$ cat src/rtl/ring_seq_pkg.sv
package ring_seq_pkg;
    // Ring length in positions (one flip-flop each)
    parameter int unsigned RING_W = 8;

    // Source of the next state value
    typedef enum logic [1:0] {
        NS_KEEP = 2'd0,
        NS_STEP = 2'd1,
        NS_HOME = 2'd2
    } ns_sel_e;

    // Control inputs seen by the next-state logic in one cycle
    typedef struct packed {
        logic adv;
        logic recov;
        logic err;
    } ring_ctrl_t;
endpackage

$ cat src/rtl/ring_parity_mon.sv
module ring_parity_mon #(
    parameter int unsigned W = ring_seq_pkg::RING_W
) (
    input  logic [W-1:0] vec_i,
    output logic         err_o
);
    // A legal code has a single one, so odd parity; even parity is an upset
    always_comb begin
        err_o = ~(^vec_i);
    end
endmodule

$ cat src/rtl/ring_step_logic.sv
module ring_step_logic
    import ring_seq_pkg::*;
#(
    parameter int unsigned W = RING_W
) (
    input  logic [W-1:0] cur_i,
    input  ring_ctrl_t   ctrl_i,
    input  logic [W-1:0] flip_i,
    output logic [W-1:0] nxt_o
);
    localparam int unsigned HOME_BIT = W - 1;
    localparam logic [W-1:0] HOME_VEC = {1'b1, {(W-1){1'b0}}};

    logic [W-1:0] rot;
    ns_sel_e      sel;

    // Each position takes its upper neighbour; the top one takes bit 0
    for (genvar i = 0; i < W; i++) begin : g_rot
        if (i == HOME_BIT) begin : g_wrap
            assign rot[i] = cur_i[0];
        end else begin : g_shift
            assign rot[i] = cur_i[i+1];
        end
    end

    always_comb begin
        if (ctrl_i.recov && ctrl_i.err) begin
            sel = NS_HOME;
        end else if (ctrl_i.adv) begin
            sel = NS_STEP;
        end else begin
            sel = NS_KEEP;
        end
    end

    always_comb begin
        unique case (sel)
            NS_HOME: nxt_o = HOME_VEC;
            NS_STEP: nxt_o = rot ^ flip_i;
            default: nxt_o = cur_i ^ flip_i;
        endcase
    end
endmodule

$ cat src/rtl/ring_sticky_flag.sv
module ring_sticky_flag (
    input  logic clk,
    input  logic rst,
    input  logic set_i,
    output logic flag_o
);
    always_ff @(posedge clk) begin
        if (rst) begin
            flag_o <= 1'b0;
        end else if (set_i) begin
            flag_o <= 1'b1;
        end
    end
endmodule

$ cat src/rtl/ring_seq_guard.sv
module ring_seq_guard
    import ring_seq_pkg::*;
#(
    parameter int unsigned W = RING_W
) (
    input  logic         clk,
    input  logic         rst,
    input  logic         adv_en,
    input  logic         recov_en,
    input  logic [W-1:0] flip_mask,
    output logic [W-1:0] state_o,
    output logic         err_o,
    output logic         err_sticky_o
);
    localparam logic [W-1:0] HOME_VEC = {1'b1, {(W-1){1'b0}}};

    logic [W-1:0] state_q;
    logic [W-1:0] state_d;
    logic         par_err;
    ring_ctrl_t   ctrl;

    ring_parity_mon #(.W(W)) u_par (
        .vec_i (state_q),
        .err_o (par_err)
    );

    always_comb begin
        ctrl.adv   = adv_en;
        ctrl.recov = recov_en;
        ctrl.err   = par_err;
    end

    ring_step_logic #(.W(W)) u_step (
        .cur_i  (state_q),
        .ctrl_i (ctrl),
        .flip_i (flip_mask),
        .nxt_o  (state_d)
    );

    always_ff @(posedge clk) begin
        if (rst) begin
            state_q <= HOME_VEC;
        end else begin
            state_q <= state_d;
        end
    end

    ring_sticky_flag u_sticky (
        .clk    (clk),
        .rst    (rst),
        .set_i  (par_err),
        .flag_o (err_sticky_o)
    );

    assign state_o = state_q;
    assign err_o   = par_err;
endmodule

$ cat config.mk
export PLATFORM = sky130hd
export DESIGN_NAME = ring_seq_guard
export DESIGN_NICKNAME = d
export VERILOG_FILES = /design/src/rtl/ring_seq_pkg.sv /design/src/rtl/ring_parity_mon.sv /design/src/rtl/ring_step_logic.sv /design/src/rtl/ring_sticky_flag.sv /design/src/rtl/ring_seq_guard.sv
export SDC_FILE = /design/constraint.sdc
export NUM_CORES = 1
export LEC_CHECK = 0
export BUFFER_PORTS_ARGS = -buffer_cell sky130_fd_sc_hd__buf_2
export CORE_ASPECT_RATIO = 1.4
export CORE_MARGIN = 1
export CORE_UTILIZATION = 25
export CTS_BUF_LIST = sky130_fd_sc_hd__clkbuf_8
export DETAILED_ROUTE_END_ITERATION = 8
export GPL_TIMING_DRIVEN = 0
export PLACE_DENSITY = 0.48
export SLEW_MARGIN = 20
export SYNTH_ARGS = -nofsm -noshare
export SYNTH_HDL_FRONTEND = slang
export SYNTH_SLANG_ARGS = --single-unit
$ cat constraint.sdc
create_clock -name clk -period 3.84 [get_ports clk]
set_clock_uncertainty 0.2 [all_clocks]
set_input_delay 0.384 -clock clk [delete_from_list [all_inputs] [get_ports clk]]
set_output_delay 0.384 -clock clk [all_outputs]
set_load 0.05 [all_outputs]
Word level (Yosys, flattened, before mapping):

Index checks and enable logic that the tools add are counted.

* flip-flop bits (word level): 9

* multiplexer cells: 3
* bitwise operators: 3
* eq/ne operators: 2
* reduce and logical (&&, ||, !) cells: 2

Operators by type and width (count)
* $pmux W8 S2: 1
* $xor A8 B8 Y8: 2
* $reduce_xor A8 Y1: 1
* $eq A2 B1 Y1 const B: 1
* $eq A2 B2 Y1 const B: 1
* $mux W2: 1
* $logic_and A1 B1 Y1: 1
* $mux W1: 1
* $not A1 Y1: 1

Longest topological paths before layout:

* depth after elaboration: 6
* depth in mapped cells: 4
* gate-level depth less buffers: 4

Hierarchy:

From an unflattened synthesis, not the netlist that was laid out.

* cells, all modules: 60
* area total of the unflattened synthesis: 608.1 µm²

By module, submodules not included
* ring_step_logic: instances 1, cells each 35, area an instance 306.5 µm²
* ring_seq_guard: instances 1, cells each 16, area an instance 210.2 µm²
* ring_parity_mon: instances 1, cells each 7, area an instance 61.3 µm²
* ring_sticky_flag: instances 1, cells each 2, area an instance 30.0 µm²

Worst setup path before layout:

OpenSTA, ideal clock, no wires.

* path kind: flip-flop to output port
* start: register state_q[4] (netlist: state_o[4])
* end: output port err_o
* data arrival time: 1.715 ns
* path slack: 1.541 ns
* stages on the path, launching flop included: 4
* path buffers: 0
* cell sequence: dfxtp_1 -> xnor2_1 -> xnor2_1 -> xnor2_2

* cells in the longest elaborated chain, start to end: 2

Ends and longest elaborated chain
* start, declared: RTL line ring_seq_guard.sv:17 `logic [W-1:0] state_q;`
* start signal, assigned: RTL line ring_seq_guard.sv:44 `state_q <= state_d;`
* $reduce_xor A8 Y1: RTL line ring_parity_mon.sv:9 `err_o = ~(^vec_i);`
* $not A1 Y1: RTL line ring_parity_mon.sv:9
* end, declared: RTL line ring_seq_guard.sv:12 `output logic err_o,`

No other way between the ends.

Final worst setup path:

Ends and elaborated chain as after synthesis.

==> metrics.md <==
| Metric | Value |
|---|---|
| Largest area contributor in the netlist | dfxtp_1 |
| Routed WL | 1030 µm |
| Status | complete, no violations |
| Mapped Nets | 56 |
| Layout filler cell count | approximately 200 |
| Yosys warns | 0 |
| Longest Clk Path Bufs | 2 |
| H-Tree Depth | 1 |
| Worst-path clk slew | around 40 ps |
| Placer congestion estimate | between 0.6 and 0.7 |
| Netlist Area Pre-Place | just under 500 µm² |
| Via/cell ratio | 4.49 |
| Cells after Synth | 44 |
| Antenna-violating nets left | 0 |
| Std cell rows | 18 |
| Cts hold-fix bufs | 0 |
| Skew-Pair Late Insertion Delay | 230 ps |
| Crit path top cell by count | xnor2_1 |
| Initial DRC count | 3 |
| Port buffer count | 18 |
| Number of global-route vias before repair | 374 |
| Final HPWL DP | around 750 µm |
| Relative slew slack | between 60% and 70% |
| Critical Path AT | around 1700 ps |
| Max-slew violation count | 0 |
| Sequential area share after synthesis | 37.3% |
| Critical Path Sink Type | output pin |
| Worst slew pin tran | between 500 and 600 ps |
| Hold Crit Class | primary input to register |
| Die Span X | 39.1 µm |
| Overflow after GRT | 0 |
| Fmax | 431 MHz |
| Crit path largest cell delay | between 400 and 500 ps |
| Clock Sinks | 9 |
| Total GRT Usage | between 10% and 20% |
| Tmin final | 2320 ps |
| DR pass1 iterations | 4 |
| Final setup fails | 0 |
| First-pass GRT wire length | 1660 µm |
| Register-to-Register Setup Slack | 2190 ps |
| Fin crit share | approximately three fifths |
| Post-CTS setup buffer count | 0 |
| Flop and latch count out of synthesis | 9 |
| Synth top area share | 37.3% |
| WP data required | approximately 3300 ps |
| Fin nets | 79 |
| Fin util | 36.1% |
| Post-CTS sizing | 0 |
| # DRC | 0 |
| Area contributors post-synth | dfxtp_1 37%, mux2i_1 17%, xnor2_1 13% |
| Die H | 54.0 µm |
| CTS root buf | clkbuf_8 |
| Critical path's slowest cell | xnor2_2 |
| CP Max Fanout | 10 |
| Commonest non-fill, non-tap cell in the layout | buf_2 |
| Pin count of the biggest net entering global routing | 11 |
| N_diodes | 0 |
| Cts bufs inserted | 3 |
| Top delay family on crit path | XOR/XNOR gates |
| Antenna violations before repair | 0 |
| Cells along the critical path | xnor2_1 > xnor2_1 > xnor2_2 > buf_2 |
| Layout cells sized above 1 | between 30% and 40% |
| Critical path type | register to output pin |
| Number of top-level pins | 22 |
| RSZ-0062 raised after global routing | no |
| WL/cell | ~12 µm |
| Post-synth cell types | 10 |
| Placeable Area | 1780 µm² |
| Syn_area_per_cell | ~11 µm² |
| CTS tree | yes |
| Startpoint Class | register |
| Total number of vias | 386 |
| Max cap viols | 0 |
| Setup Total Neg Slack | 0 ps |
| Hold Vio Cnt, Final | 0 |
| Initial Utilization | 27.1% |
| Die area | 2110 µm² |
| WP buf/inv | 1 |
| Most frequent cells in the layout | 19 x buf_2, 9 x dfxtp_1, 8 x mux2i_1 |
| Syn-to-layout area delta | 33.2% |
==> stage by stage <==
stage          cells  area (µm²)  setup WS [ps]  hold slack (ps)
4_1_cts           86         643           1500              258
6_report          86         643           1520              260
2_1_floorplan     44         483           1540              390
3_3_place_gp      82         598           1760              261
5_1_grt           86         643           1420              292
3_5_place_dp      82         598           1770              269
==> cell type report <==
class                   count  area (µm²)  area share (%)
multi-input cells          32         290            45.1
flip-flops and latches      9         180            28.0
repair buffers             18        90.1            14.0
clock buffers               3        41.3            6.42
well taps                  20        25.0            3.89
plain buffers               3        12.5            1.95
clock inverters             1        3.75           0.584
==> kinds of logic (layout without fill, tap and decap cells) <==
group | after synthesis | in the layout | share of synthesized area (%)
buf+inv | 3 | 25 | 2.59
mux | 8 | 8 | 16.6
flops | 9 | 9 | 37.3
xor+xnor | 15 | 15 | 28.8
compound gates | 9 | 9 | 14.8
==> tightest hold or removal path: stages <==
cell and delay, ps:
buf_2 80, xnor2_1 100, a211o_1 90
==> metal layers <==
layer | GRT usage, % | up-vias | part of all wire, %
met1 | 15.1 | 179 | 46
met2 | 16.1 | 8 | 48
met3 | 2.48 | 2 | 4.5
met5 | 0 | - | 0
li1 | - | 197 | -
met4 | 10.3 | 0 | 1.6
==> sequential cells by signal (all words and copies together) (netlist names) <==
name / count
state_o: 8
u_sticky.flag_o: 1
==> worst paths after layout <==
check	startpoint	to	cells after the start
min	flip_mask[7]	state_o[7]$_SDFF_PP1_	3
max	state_o[4]$_SDFF_PP0_	err_o	4
max reg2reg	state_o[4]$_SDFF_PP0_	state_o[5]$_SDFF_PP0_	4
min reg2reg	u_sticky.flag_o$_SDFFE_PP0N_	u_sticky.flag_o$_SDFFE_PP0N_	1
==> cell usage after synthesis, drive strengths merged <==
master  n
o21ba   1
xor2    7
dfxtp   9
a211oi  7
buf     3
mux2i   8
xnor2   8
a211o   1
Power is left out: the tool's default activity adds up to more than one toggle a clock period on the data nets, which glitch-free logic cannot reach.
